[src/rtl/uart_core_pkg.sv]
package uart_core_pkg;

  typedef enum logic [1:0] {
    PAR_ODD   = 2'b00,
    PAR_EVEN  = 2'b01,
    PAR_ONE   = 2'b10,
    PAR_ZERO  = 2'b11
  } par_mode_e;

  function automatic logic [5:0] presc_div(input logic [1:0] sel);
    case (sel)
      2'b00:   return 6'd1;
      2'b01:   return 6'd4;
      2'b10:   return 6'd12;
      default: return 6'd48;
    endcase
  endfunction

  function automatic logic [3:0] data_len(input logic [1:0] sel);
    return 4'd5 + {2'b00, sel};
  endfunction

  function automatic logic [7:0] len_mask(input logic [1:0] sel);
    return 8'hFF >> (2'd3 - sel);
  endfunction

  function automatic logic par_bit(input logic [7:0] d, input par_mode_e m);
    case (m)
      PAR_ODD:  return ~^d;
      PAR_EVEN: return ^d;
      PAR_ONE:  return 1'b1;
      default:  return 1'b0;
    endcase
  endfunction

endpackage

[src/rtl/uart_baud_gen.sv]
module uart_baud_gen
  import uart_core_pkg::*;
#(
  parameter int TIMER_W = 16,
  parameter int OSR     = 16
) (
  input  logic               clk_i,
  input  logic               rst_ni,
  input  logic [1:0]         presc_sel_i,
  input  logic [TIMER_W-1:0] reload_i,
  output logic               tick_o
);
  localparam int ACC_W = TIMER_W + 2;
  localparam logic [ACC_W-1:0] STEP = ACC_W'(OSR / 2);

  logic [5:0]       pcnt, pdiv;
  logic             ptick;
  logic [ACC_W-1:0] acc, acc_nx, span;

  assign pdiv   = presc_div(presc_sel_i);
  assign ptick  = (pcnt >= pdiv - 6'd1);
  assign span   = (ACC_W'(1) << TIMER_W) - ACC_W'(reload_i);
  assign acc_nx = acc + STEP;
  // fractional accumulation: OSR ticks per 2*span prescaled counts
  assign tick_o = ptick && (acc_nx >= span);

  always_ff @(posedge clk_i or negedge rst_ni) begin
    if (!rst_ni) begin
      pcnt <= '0;
      acc  <= '0;
    end else begin
      pcnt <= ptick ? 6'd0 : pcnt + 6'd1;
      if (ptick) acc <= tick_o ? acc_nx - span : acc_nx;
    end
  end
endmodule

[src/rtl/uart_tx.sv]
module uart_tx
  import uart_core_pkg::*;
#(
  parameter int OSR = 16
) (
  input  logic       clk_i,
  input  logic       rst_ni,
  input  logic       tick_i,
  input  logic [1:0] len_sel_i,
  input  logic       par_en_i,
  input  logic [1:0] par_mode_i,
  input  logic       xbit_en_i,
  input  logic       long_stop_i,
  input  logic [7:0] data_i,
  input  logic       xbit_i,
  input  logic       start_i,
  output logic       tx_o,
  output logic       busy_o
);
  localparam int SH_W  = 11;
  localparam int REM_W = $clog2(OSR * 12 + 1);
  localparam int SUB_W = $clog2(OSR);
  localparam logic [SUB_W-1:0] SUB_LAST = SUB_W'(OSR - 1);

  logic [3:0]      dlen;
  logic            ext, extra;
  logic [SH_W-1:0] frame_c, sh;
  logic [REM_W-1:0] stop_c, total_c, rem;
  logic [SUB_W-1:0] sub;
  logic            active;

  assign dlen  = data_len(len_sel_i);
  assign ext   = par_en_i | xbit_en_i;
  assign extra = par_en_i ? par_bit(data_i & len_mask(len_sel_i), par_mode_e'(par_mode_i))
                          : xbit_i;

  always_comb begin
    frame_c    = '1;
    frame_c[0] = 1'b0;
    for (int i = 0; i < 8; i++) begin
      if (4'(i) < dlen) frame_c[i+1] = data_i[i];
    end
    if (ext) frame_c[dlen + 4'd1] = extra;
  end

  assign stop_c  = !long_stop_i ? REM_W'(OSR)
                 : (dlen == 4'd5) ? REM_W'(OSR * 3 / 2) : REM_W'(2 * OSR);
  assign total_c = REM_W'(OSR) * (REM_W'(dlen) + REM_W'(ext) + REM_W'(1)) + stop_c;

  always_ff @(posedge clk_i or negedge rst_ni) begin
    if (!rst_ni) begin
      busy_o <= 1'b0;
      active <= 1'b0;
      sh     <= '1;
      rem    <= '0;
      sub    <= '0;
    end else if (!busy_o) begin
      if (start_i) begin
        busy_o <= 1'b1;
        sh     <= frame_c;
        rem    <= total_c;
      end
    end else if (tick_i) begin
      if (!active) begin
        active <= 1'b1;
        sub    <= '0;
      end else if (rem == REM_W'(1)) begin
        active <= 1'b0;
        busy_o <= 1'b0;
      end else begin
        rem <= rem - REM_W'(1);
        sub <= (sub == SUB_LAST) ? '0 : sub + 1'b1;
        if (sub == SUB_LAST) sh <= {1'b1, sh[SH_W-1:1]};
      end
    end
  end

  assign tx_o = active ? sh[0] : 1'b1;
endmodule

[src/rtl/uart_rx.sv]
module uart_rx
  import uart_core_pkg::*;
#(
  parameter int OSR = 16
) (
  input  logic       clk_i,
  input  logic       rst_ni,
  input  logic       tick_i,
  input  logic [1:0] len_sel_i,
  input  logic       par_en_i,
  input  logic [1:0] par_mode_i,
  input  logic       xbit_en_i,
  input  logic       err_clr_i,
  input  logic       rx_i,
  output logic       push_o,
  output logic [7:0] data_o,
  output logic       xbit_o,
  output logic       err_o
);
  localparam int SUB_W = $clog2(OSR);
  localparam logic [SUB_W-1:0] SUB_LAST = SUB_W'(OSR - 1);
  localparam logic [SUB_W-1:0] SUB_MID  = SUB_W'(OSR / 2 - 1);

  typedef enum logic [1:0] {RX_IDLE, RX_START, RX_BITS, RX_STOP} rx_state_e;

  rx_state_e        st;
  logic             s1, s2, prev, xb, bad_par;
  logic [SUB_W-1:0] sub;
  logic [3:0]       idx, dlen, nbits;
  logic [7:0]       sh, data_c;

  assign dlen    = data_len(len_sel_i);
  assign nbits   = dlen + {3'b000, par_en_i | xbit_en_i};
  assign data_c  = sh >> (4'd8 - dlen);
  assign bad_par = par_en_i && (xb != par_bit(data_c, par_mode_e'(par_mode_i)));
  assign push_o  = (st == RX_STOP) && tick_i && (sub == SUB_LAST);
  assign data_o  = data_c;
  assign xbit_o  = xbit_en_i & ~par_en_i & xb;

  always_ff @(posedge clk_i or negedge rst_ni) begin
    if (!rst_ni) begin
      s1 <= 1'b1; s2 <= 1'b1; prev <= 1'b1;
      st <= RX_IDLE; sub <= '0; idx <= '0;
      sh <= '0; xb <= 1'b0; err_o <= 1'b0;
    end else begin
      s1 <= rx_i;
      s2 <= s1;
      if (err_clr_i) err_o <= 1'b0;
      if (push_o && (bad_par || !s2)) err_o <= 1'b1;
      if (tick_i) begin
        prev <= s2;
        unique case (st)
          RX_IDLE: if (prev && !s2) begin
            st  <= RX_START;
            sub <= '0;
          end
          RX_START: if (sub == SUB_MID) begin
            sub <= '0;
            idx <= '0;
            st  <= s2 ? RX_IDLE : RX_BITS;  // reject short glitch
          end else sub <= sub + 1'b1;
          RX_BITS: if (sub == SUB_LAST) begin
            sub <= '0;
            if (idx < dlen) sh <= {s2, sh[7:1]};
            else            xb <= s2;
            idx <= idx + 4'd1;
            if (idx == nbits - 4'd1) st <= RX_STOP;
          end else sub <= sub + 1'b1;
          RX_STOP: if (sub == SUB_LAST) begin
            sub <= '0;
            st  <= RX_IDLE;
          end else sub <= sub + 1'b1;
          default: st <= RX_IDLE;
        endcase
      end
    end
  end
endmodule

[src/rtl/uart_rx_fifo.sv]
module uart_rx_fifo #(
  parameter int DEPTH = 3,
  parameter int W     = 9
) (
  input  logic                       clk_i,
  input  logic                       rst_ni,
  input  logic                       push_i,
  input  logic [W-1:0]               wdata_i,
  input  logic                       pop_i,
  input  logic                       clr_i,
  output logic [W-1:0]               head_o,
  output logic [$clog2(DEPTH+1)-1:0] count_o,
  output logic                       ovf_o
);
  localparam int PTR_W = (DEPTH > 1) ? $clog2(DEPTH) : 1;
  localparam int CNT_W = $clog2(DEPTH + 1);
  localparam logic [PTR_W-1:0] PTR_LAST = PTR_W'(DEPTH - 1);

  logic [W-1:0]     mem [DEPTH];
  logic [PTR_W-1:0] wptr, rptr;
  logic             push_ok, pop_ok;

  assign pop_ok  = pop_i && (count_o != '0);
  assign push_ok = push_i && ((count_o != CNT_W'(DEPTH)) || pop_i);
  assign head_o  = mem[rptr];

  always_ff @(posedge clk_i or negedge rst_ni) begin
    if (!rst_ni) begin
      for (int i = 0; i < DEPTH; i++) mem[i] <= '0;
      wptr    <= '0;
      rptr    <= '0;
      count_o <= '0;
      ovf_o   <= 1'b0;
    end else begin
      if (push_ok) begin
        mem[wptr] <= wdata_i;
        wptr      <= (wptr == PTR_LAST) ? '0 : wptr + 1'b1;
      end
      if (pop_ok) rptr <= (rptr == PTR_LAST) ? '0 : rptr + 1'b1;
      count_o <= count_o + CNT_W'(push_ok) - CNT_W'(pop_ok);
      if (clr_i) ovf_o <= 1'b0;
      if (push_i && !push_ok) ovf_o <= 1'b1;  // newest dropped
    end
  end
endmodule

[src/rtl/uart_core.sv]
module uart_core #(
  parameter int TIMER_W    = 16,
  parameter int OSR        = 16,
  parameter int FIFO_DEPTH = 3
) (
  input  logic                            clk_i,
  input  logic                            rst_ni,
  input  logic [1:0]                      len_sel_i,
  input  logic                            par_en_i,
  input  logic [1:0]                      par_mode_i,
  input  logic                            xbit_en_i,
  input  logic                            long_stop_i,
  input  logic [1:0]                      presc_sel_i,
  input  logic [TIMER_W-1:0]              reload_i,
  input  logic [7:0]                      tx_data_i,
  input  logic                            tx_xbit_i,
  input  logic                            tx_start_i,
  output logic                            tx_o,
  output logic                            tx_busy_o,
  input  logic                            rx_i,
  input  logic                            rx_pop_i,
  output logic [7:0]                      rx_data_o,
  output logic                            rx_xbit_o,
  output logic                            rx_valid_o,
  output logic [$clog2(FIFO_DEPTH+1)-1:0] rx_count_o,
  output logic                            rx_err_o,
  output logic                            rx_ovf_o,
  input  logic                            err_clr_i
);
  logic       tick, push, rx_xb;
  logic [7:0] rx_word;

  uart_baud_gen #(.TIMER_W(TIMER_W), .OSR(OSR)) u_baud (
    .clk_i, .rst_ni, .presc_sel_i, .reload_i, .tick_o(tick)
  );

  uart_tx #(.OSR(OSR)) u_tx (
    .clk_i, .rst_ni, .tick_i(tick), .len_sel_i, .par_en_i, .par_mode_i,
    .xbit_en_i, .long_stop_i, .data_i(tx_data_i), .xbit_i(tx_xbit_i),
    .start_i(tx_start_i), .tx_o, .busy_o(tx_busy_o)
  );

  uart_rx #(.OSR(OSR)) u_rx (
    .clk_i, .rst_ni, .tick_i(tick), .len_sel_i, .par_en_i, .par_mode_i,
    .xbit_en_i, .err_clr_i, .rx_i, .push_o(push), .data_o(rx_word),
    .xbit_o(rx_xb), .err_o(rx_err_o)
  );

  uart_rx_fifo #(.DEPTH(FIFO_DEPTH), .W(9)) u_fifo (
    .clk_i, .rst_ni, .push_i(push), .wdata_i({rx_xb, rx_word}),
    .pop_i(rx_pop_i), .clr_i(err_clr_i), .head_o({rx_xbit_o, rx_data_o}),
    .count_o(rx_count_o), .ovf_o(rx_ovf_o)
  );

  assign rx_valid_o = (rx_count_o != '0);
endmodule

[config.mk]
export PLATFORM = sky130hd
export DESIGN_NAME = uart_core
export DESIGN_NICKNAME = d
export VERILOG_FILES = /design/src/rtl/uart_core_pkg.sv /design/src/rtl/uart_baud_gen.sv /design/src/rtl/uart_tx.sv /design/src/rtl/uart_rx.sv /design/src/rtl/uart_rx_fifo.sv /design/src/rtl/uart_core.sv
export SDC_FILE = /design/constraint.sdc
export NUM_CORES = 1
export LEC_CHECK = 0
export CAP_MARGIN = 20
export CORE_MARGIN = 5
export CORE_UTILIZATION = 25
export DETAILED_ROUTE_END_ITERATION = 16
export GPL_TIMING_DRIVEN = 0
export PLACE_DENSITY = 0.45
export SETUP_SLACK_MARGIN = 0.02
export SYNTH_ARGS = -nofsm -noshare
export SYNTH_HDL_FRONTEND = slang
export SYNTH_SLANG_ARGS = --single-unit
export TNS_END_PERCENT = 10
[constraint.sdc]
create_clock -name clk_i -period 11.1 [get_ports clk_i]
set_input_delay 2.22 -clock clk_i [delete_from_list [all_inputs] [get_ports clk_i]]
set_output_delay 2.22 -clock clk_i [all_outputs]
set_load 0.01 [all_outputs]
# == Word level (Yosys, flattened, before mapping) ==
# Cells that the tools add are included.
# word_totals
wordCells,200
in_bits,40
output_inout_bits,16
regBits,106
# op_classes
magnitude_cmp,16
add_sub_neg,22
bitwise_logic,8
n_eq_ne,27
mux,65
reduce_logical,37
shifts,2
# op_table
op,n
11-bit two-way mux,7
8-bit two-way mux,6
4-bit two-way mux,8
27-bit bitwise mux,1
9-bit two-way mux,3
"4-bit by 1-bit adder with 4-bit output, second input constant",5
1-bit two-way mux,19
"18-bit by 4-bit adder with 18-bit output, second input constant",1
9-bit binary-select mux with 2-bit select,1
9-bit demux with 2-bit select,1
18-bit >= comparator,1
18-bit two-way mux,1
6-bit one-hot mux with 3 select lines,1
"17-bit by 16-bit subtractor with 18-bit output, first input constant",1
18-bit subtractor,1
"3-bit by 4-bit < comparator with 1-bit output, first input constant",4
2-bit two-way mux,8
4-bit AND reduction,4
8-bit XNOR reduction,2
8-bit XOR reduction,2
"2-bit != test, second input constant",7
"2-bit == test, second input constant",6
6-bit two-way mux,2
4-bit one-hot mux with 3 select lines,1
other kinds (49),84

# == Logic depth before layout (Yosys ltp) ==
# Gate-level depths: netlist of the first run.
# logic_depth
ltp_word,11
ltp_mapped,18
mapped_depth_nobuf,16

# == By module ==
# From an unflattened synthesis of the first run, not the netlist that was laid out.
# hier_totals
cells_unflattened,771
area_unflattened_um2,7536.0
# modules_own_cells
module,cells_each,seq_area_each_um2,area_per_inst_um2,n_inst
uart_baud_gen,307,600.6,2585.0,1
uart_tx,199,639.4,1806.7,1
uart_rx_fifo,119,850.8,1579.0,1
uart_rx,145,579.3,1559.0,1
uart_core,1,0.0,6.3,1

# == Worst setup path after synthesis of the first run ==
# Ideal clock, no wire load.
# synth_path
path_type,input to register
startpoint,in reload_i[5]
endpoint,reg u_fifo.mem[10] (netlist name)
t_arrival_ps,6107
stages,15
n_path_buf,2
slack_ps,4868
cell_sequence,or4_1 nor3_1 nand2_1 nor4_1 xor2_1 ha_1 and3_1 and3_1 a221oi_1 a31o_1 or4b_4 buf_6 or3b_1 buf_6 mux2_4
# synth_between
elab_chain_len,6
# synth_rtl
element,line_no,rtl
from (decl),uart_core.sv:14,"input logic [TIMER_W-1:0] reload_i,"
17-bit by 16-bit subtractor with 18-bit output,uart_baud_gen.sv:22,assign span = (ACC_W'(1) << TIMER_W) - ACC_W'(reload_i);
18-bit >= comparator,uart_baud_gen.sv:25,assign tick_o = ptick && (acc_nx >= span);
1-bit logical AND,uart_baud_gen.sv:25,
1-bit logical AND (2 in series),uart_rx.sv:36,assign push_o = (st == RX_STOP) && tick_i && (sub == SUB_LAST);
1-bit logical AND,uart_rx_fifo.sv:24,assign push_ok = push_i && ((count_o != CNT_W'(DEPTH)) || pop_i);
"to (signal, indexed assignment)",uart_rx_fifo.sv:36,mem[wptr] <= wdata_i;
to (decl),uart_rx_fifo.sv:19,logic [W-1:0] mem [DEPTH];
# No other way between the ends.
# A chain may end at the register's enable or synchronous reset.

# == Worst setup path in the final report of the first run ==
# layout_path
startpoint,in reload_i[4]
endpoint,reg u_tx.sh[6]
# layout_between
elab_chain_len,5
# layout_rtl
element,line_no,rtl
17-bit by 16-bit subtractor with 18-bit output,uart_baud_gen.sv:22,
18-bit >= comparator,uart_baud_gen.sv:25,
1-bit logical AND,uart_baud_gen.sv:25,
2-bit != test (no line),-,
5-bit AND reduction (no line),-,
to (signal assigned),uart_tx.sv:60,sh <= frame_c;
to (signal assigned),uart_tx.sv:73,"if (sub == SUB_LAST) sh <= {1'b1, sh[SH_W-1:1]};"
to (decl),uart_tx.sv:27,"logic [SH_W-1:0] frame_c, sh;"
# No other way between the ends.

==> flow_metrics.env, run 1 <==
export IMPL_critPathRequiredTime_ps=11400
export IMPL_start_kind="primary input"
export IMPL_totalWireLength_um=18600
export IMPL_ys_types=74
export IMPL_p_switching_w=0.000907
export IMPL_drtAntennaViolNets=0
export IMPL_antenna_found_initial=0
export IMPL_die_h_um=183
export IMPL_crit_fanout=10
export IMPL_tightest_slew_ps=729
export IMPL_core_area_um2=29600
export IMPL_p_seq_frac=0.302
export IMPL_clock_path_buffers=2
export IMPL_gp_congestion=0.757
export IMPL_die_area_um2=33500
export IMPL_period_share=0.638
export IMPL_grt_pass1_vias=5839
export IMPL_fin_cells=1243
export IMPL_rsz0062_at_grt="no"
export IMPL_power_density_nw_per_um2=227
export IMPL_drc=0
export IMPL_cts_sinks=106
export IMPL_syn_inst=781
export IMPL_avgSynthCellArea_um2=9.58
export IMPL_p_int_w=0.00110
export IMPL_finClkSkew_ps=15.5
export IMPL_synth_seq_area_share=0.357
export IMPL_ioPinCount=56
export IMPL_min_path_cells=0
export IMPL_hp_start="u_rx.s1"
export IMPL_numPlacedInstances=1227
export IMPL_clockPowerShare=0.163
export IMPL_grt_pass1_wl_um=31100
export IMPL_hold_path_class="reg -> reg"
export IMPL_cts_root_buf="clkbuf_16"
export IMPL_cts_resized=0
export IMPL_min_to="u_rx.s2"
export IMPL_drv_slew=0
export IMPL_track_usage=0.114
export IMPL_dr_pass1_iters=4
export IMPL_cts_tree="done"
export IMPL_viasPerCell=4.68
export IMPL_grt_ovfl_total=0
export IMPL_synth_top_cell_by_area="dfrtp_1"
export IMPL_ys_warnings_count=0
export IMPL_vdd_ir_drop_max_mv=0.0782
export IMPL_num_vias=5818
export IMPL_ys_flop_type="dfrtp_1"
export IMPL_cp_end_kind="register"
export IMPL_combPwrFrac=0.535
export IMPL_drv_cap=0
export IMPL_fmax_mhz=141
export IMPL_die_x_um=183
export IMPL_num_rows=63
export IMPL_grt_start_max_net_pins=55
export IMPL_yosysMostFrequentCell="dfrtp_1"
export IMPL_drt_initial_drc_count=333
export IMPL_r2r_end="u_tx.sh[6]"
export IMPL_hold_buffers=0
export IMPL_r2r_slack_ps=6310
export IMPL_layout_min_cycle_time_ps=7080
export IMPL_routedWlPerCell_um=15.0
export IMPL_setup_viol=0
export IMPL_switching_share=0.452
export IMPL_synthArstFlopShare=1.00
export IMPL_synthesis_area_um2=7480
export IMPL_synth_area_leaders="dfrtp_1 31%, ha_1 8.5%, dfstp_2 4.9%"
export IMPL_layout_nets=942
export IMPL_netlist_area_leader_share=0.308
export IMPL_r2r_cells=14
export IMPL_fin_area_um2=8840
export IMPL_drive_above_1_share=0.117
export IMPL_portBuffers=55
export IMPL_initial_core_util=0.253
export IMPL_status="finished, final reports clean"
export IMPL_worstSetupPathType="in -> reg"
export IMPL_synth_common_cells="92 x dfrtp_1, 82 x nand2_1, 60 x o21ai_0"
export IMPL_syn_to_final_growth_pct=18.2
export IMPL_clkLatencyLatePin_ps=360
export IMPL_finalHoldViolCount=0
export IMPL_cp_arrival_ps=7370
export IMPL_cts_buffers=9
export IMPL_hpwl_um=14100
export IMPL_ys_seq_elements=106
export IMPL_diodes=0
export IMPL_synth_edf_count=0
export IMPL_mappedNetlistNets=875
export IMPL_p_leak_nw=3.91
export IMPL_relSlewSlack=0.514
export IMPL_htree_levels=3
export IMPL_fin_tns_setup_ps=0
export IMPL_post_cts_buffers=0
export IMPL_r2r_start="u_baud.acc[5]"
export IMPL_place_area_um2=8550
export IMPL_cts_clk_slew_worst_paths_ps=90
[cell families (layout without fill, tap and decap cells)]
kind of cell    count (synthesis)  in the layout  synth area share
compound gates                167            167             0.143
xor+xnor                       68             68            0.0843
fa+ha+maj                      54             54            0.0933
buf+inv                        61            133            0.0336
flops                         106            106             0.357
mux                            66             66             0.113
simple gates                  259            259             0.176
[state kept, by name (all words and copies together), names as in the netlist, 2 cells and up, named ones only]
signal / count
u_fifo.count_o: 2
u_tx.rem: 8
u_tx.sub: 4
u_fifo.wptr: 2
u_rx.idx: 4
u_fifo.rptr: 2
u_baud.acc: 18
u_rx.sh: 8
u_fifo.mem: 27
u_tx.sh: 11
u_baud.pcnt: 6
u_rx.sub: 4
[routing by layer]
layer | GRT usage | vias to the layer above | routed length (um)
li1 | - | 2935 | -
met1 | 0.158 | 2811 | 9150
met2 | 0.188 | 65 | 8900
met3 | 0.0230 | 7 | 442
met4 | 0.0176 | 0 | 142
met5 | 0 | - | 0
[critical path, cell delays in order]
cell and delay (ps):
clkdlybuf4s50_1 440, or4_1 570, nor3_1 340, nand2_1 200, nor4_1 260, xor2_1 210
ha_1 310, a21o_1 210, a221o_1 350, a221oi_1 660, a31oi_2 430, a41oi_2 540
clkbuf_1 360, a21oi_1 80, a21oi_1 170
[cells in the final DEF, fill, tap and decap left out, drive strengths merged, types with 25 or more instances in the layout]
cell type      instances
nor2                  53
dfrtp                 92
nor3                  25
xor2                  30
nand2                 82
o21ai                 60
xnor2                 36
a21oi                 38
clkbuf                28
clkdlybuf4s50         54
ha                    51
mux2                  44
inv                   38
[power by group through the flow]
stage               registers, W  clock network (W)  logic, W
finish                  0.000606           0.000328   0.00108
global route            0.000623           0.000357   0.00123
floorplan               0.000588                  0  0.000804
global placement        0.000614                  0   0.00108
detailed placement      0.000613                  0   0.00109
CTS                     0.000606           0.000344   0.00109
[through the flow]
| step | setup WS, ps | power (W) | hold slack [ps] | utilization |
|---|---|---|---|---|
| after global placement | 3190 | 0.00170 | 347 | 0.288 |
| after floorplan | 4870 | 0.00139 | 345 | - |
| after detailed placement | 3630 | 0.00170 | 352 | 0.289 |
| after global routing | 3570 | 0.00221 | 377 | 0.299 |
| after CTS | 4000 | 0.00204 | 365 | 0.299 |
| final | 4020 | 0.00201 | 363 | 0.299 |
[area by class of cell]
| cell class | count | area (um2) |
|---|---|---|
| Tap cell | 390 | 488 |
| Clock inverter | 7 | 67.6 |
| Timing Repair Buffer | 56 | 579 |
| Clock buffer | 9 | 225 |
| Multi-Input combinational cell | 614 | 4560 |
| Sequential cell | 106 | 2670 |
| Buffer | 27 | 124 |
| Inverter | 34 | 128 |
| Fill cell | 3122 | 20700 |
[worst max path at each step]
stage	from	end	slack [ps]	depth (start not counted)
CTS	reload_i[4]	u_tx.sh[6]	4000	15
global placement	rst_ni	u_tx.sub[1]	3190	1
detailed placement	reload_i[4]	u_tx.sh[6]	3630	15
floorplan	reload_i[5]	u_fifo.mem[10]	4870	15
global route	reload_i[5]	u_tx.sh[6]	3570	15
finish	reload_i[4]	u_tx.sh[6]	4020	15
(Power assumes the default switching activity.)
==> run 2, diff against run 1 <==
--- a/config.mk
+++ b/config.mk
@@ -10,7 +10,7 @@
 export CORE_UTILIZATION = 25
 export DETAILED_ROUTE_END_ITERATION = 16
 export GPL_TIMING_DRIVEN = 0
-export PLACE_DENSITY = 0.45
+export PLACE_DENSITY = 0.46
 export SETUP_SLACK_MARGIN = 0.02
 export SYNTH_ARGS = -nofsm -noshare
 export SYNTH_HDL_FRONTEND = slang
==> constraint.sdc (replaced) <==
create_clock -name clk_i -period 6 [get_ports clk_i]
set_input_delay 1.2 -clock clk_i [delete_from_list [all_inputs] [get_ports clk_i]]
set_output_delay 1.2 -clock clk_i [all_outputs]
set_load 0.01 [all_outputs]
==> run 2 against run 1 <==
Effect of this change:
- combinational power increased by 86%
- via count shrank 1.1%
- clock skew barely moved
- die area is the same
- global-route usage fell by 0.22 points
- critical endpoint is now u_fifo.mem[10]
- critical path depth grew 1
- final cell count about the same
- sequential cell count unchanged
- clock power is 86% higher
- highest routed layer unchanged
- first-iteration DRC count is 21% lower
==> flow_metrics.env, run 2 (synthesized netlist as in run 1, its figures left out) <==
export IMPL_status="finished, final reports clean"
export IMPL_cp_arrival_ps=5890
export IMPL_vdd_ir_drop_max_mv=0.167
export IMPL_hold_buffers=0
export IMPL_p_leak_nw=3.94
export IMPL_cts_root_buf="clkbuf_16"
export IMPL_track_usage=0.112
export IMPL_totalWireLength_um=18600
export IMPL_start_kind="primary input"
export IMPL_cts_sinks=106
export IMPL_initial_core_util=0.253
export IMPL_largest_register_ffs=27
export IMPL_drv_cap=0
export IMPL_layout_min_cycle_time_ps=5650
export IMPL_die_area_um2=33500
export IMPL_drc=0
export IMPL_finClkSkew_ps=15.7
export IMPL_syn_to_final_growth_pct=19.2
export IMPL_final_cell_mix="92 x dfrtp_1, 82 x nand2_1, 60 x o21ai_0"
export IMPL_routedWlPerCell_um=14.9
export IMPL_gp_congestion=0.778
export IMPL_drt_initial_drc_count=262
export IMPL_power_density_nw_per_um2=420
export IMPL_period_share=0.941
export IMPL_critPathRequiredTime_ps=6250
export IMPL_grt_pass1_wl_um=30600
export IMPL_rsz0062_at_grt="no"
export IMPL_hpwl_um=13900
export IMPL_layout_nets=943
export IMPL_diodes=0
export IMPL_clkLatencyLatePin_ps=360
export IMPL_clock_path_buffers=2
export IMPL_viasPerCell=4.62
export IMPL_relSlewSlack=0.511
export IMPL_grt_ovfl_total=0
export IMPL_drtAntennaViolNets=0
export IMPL_die_x_um=183
export IMPL_worstSetupPathType="in -> reg"
export IMPL_htree_levels=3
export IMPL_ioPinCount=56
export IMPL_drive_above_1_share=0.123
export IMPL_crit_fanout=10
export IMPL_cp_end_kind="register"
export IMPL_dr_pass1_iters=4
export IMPL_setup_viol=0
export IMPL_finalHoldViolCount=0
export IMPL_cts_clk_slew_worst_paths_ps=80
export IMPL_antenna_found_initial=0
export IMPL_final_common_cell="dfrtp_1"
export IMPL_core_area_um2=29600
export IMPL_cts_tree="done"
export IMPL_num_vias=5752
export IMPL_regMostFlops="u_fifo.mem"
export IMPL_hold_path_class="reg -> reg"
export IMPL_utilization=0.302
export IMPL_fmax_mhz=177
export IMPL_biggestRegsByFlops="u_fifo.mem (27), u_baud.acc (18), u_tx.sh (11)"
export IMPL_die_h_um=183
export IMPL_grt_pass1_vias=5791
export IMPL_cts_buffers=9
export IMPL_tightest_slew_ps=733
export IMPL_drv_slew=0
export IMPL_num_rows=63
export IMPL_finalPower_w=0.00375
export IMPL_portBuffers=55
export IMPL_grt_start_max_net_pins=87
## run 2: report_power, final
part | switching (W) | internal, W
Combinational | 0.00119 | 0.000821
Sequential | 0.000195 | 0.000931
Clock | 0.000306 | 0.000304
## run 2: area by class of cell
cell class / instances / area [um2]
fillers: 3118 / 20600
multi-input cells: 614 / 4600
flip-flops and latches: 106 / 2670
repair buffers: 57 / 599
well taps: 390 / 488
clock buffers: 10 / 239
inverters: 34 / 128
plain buffers: 27 / 126
clock inverters: 6 / 60.1
## run 2: path summary, 6_finish.rpt
check | endpoint | start | depth (start not counted) | slack, ps
setup / recovery | u_fifo.mem[10] | reload_i[5] | 16 | 350
hold / removal | u_rx.s2 | u_rx.s1 | 0 | 380
setup reg to reg | u_fifo.mem[10] | u_baud.acc[5] | 15 | 1430
hold reg to reg | u_rx.s2 | u_rx.s1 | 0 | 380
max in group asynchronous | u_rx.prev | rst_ni | 2 | 4590
min in group asynchronous | u_fifo.mem[12] | rst_ni | 1 | 690
## run 2: stage by stage
stage | std cells | instance area [um2] | hold slack, ps | setup slack [ps] | setup TNS, ps
after global routing | 1244 | 8910 | 377 | 38.5 | 0
after detailed placement | 1227 | 8550 | 366 | -476 | -16550
after CTS | 1243 | 8850 | 378 | 169 | 0
final | 1244 | 8910 | 375 | 351 | 0
after floorplan | 781 | 7480 | 345 | 788 | 0
after global placement | 1226 | 8520 | 373 | -876 | -93150
## run 2: repair_timing
action	4_1_cts	5_1_grt
gates resized for setup	1	9
buffers inserted	0	1
cloned	0	0
setup endpoints to repair	11	60
pin swaps	0	1
## run 2: critical path: stages
cell	delay, ps
clkdlybuf4s50_1	430
or4_1	590
nor3_2	220
nand2_1	170
nor4_1	250
xor2_1	140
ha_1	380
and3_1	250
and3_1	230
a21boi_0	190
a31o_1	320
or4b_4	520
buf_6	150
or3b_1	380
buf_6	180
mux2_4	300
## run 2: routing by layer
metal,share of wire,up-vias,global-route usage
li1,-,2930,-
met1,0.50,2736,0.156
met2,0.47,77,0.184
met3,0.026,9,0.0202
met4,0.0080,0,0.0206
met5,0,-,0
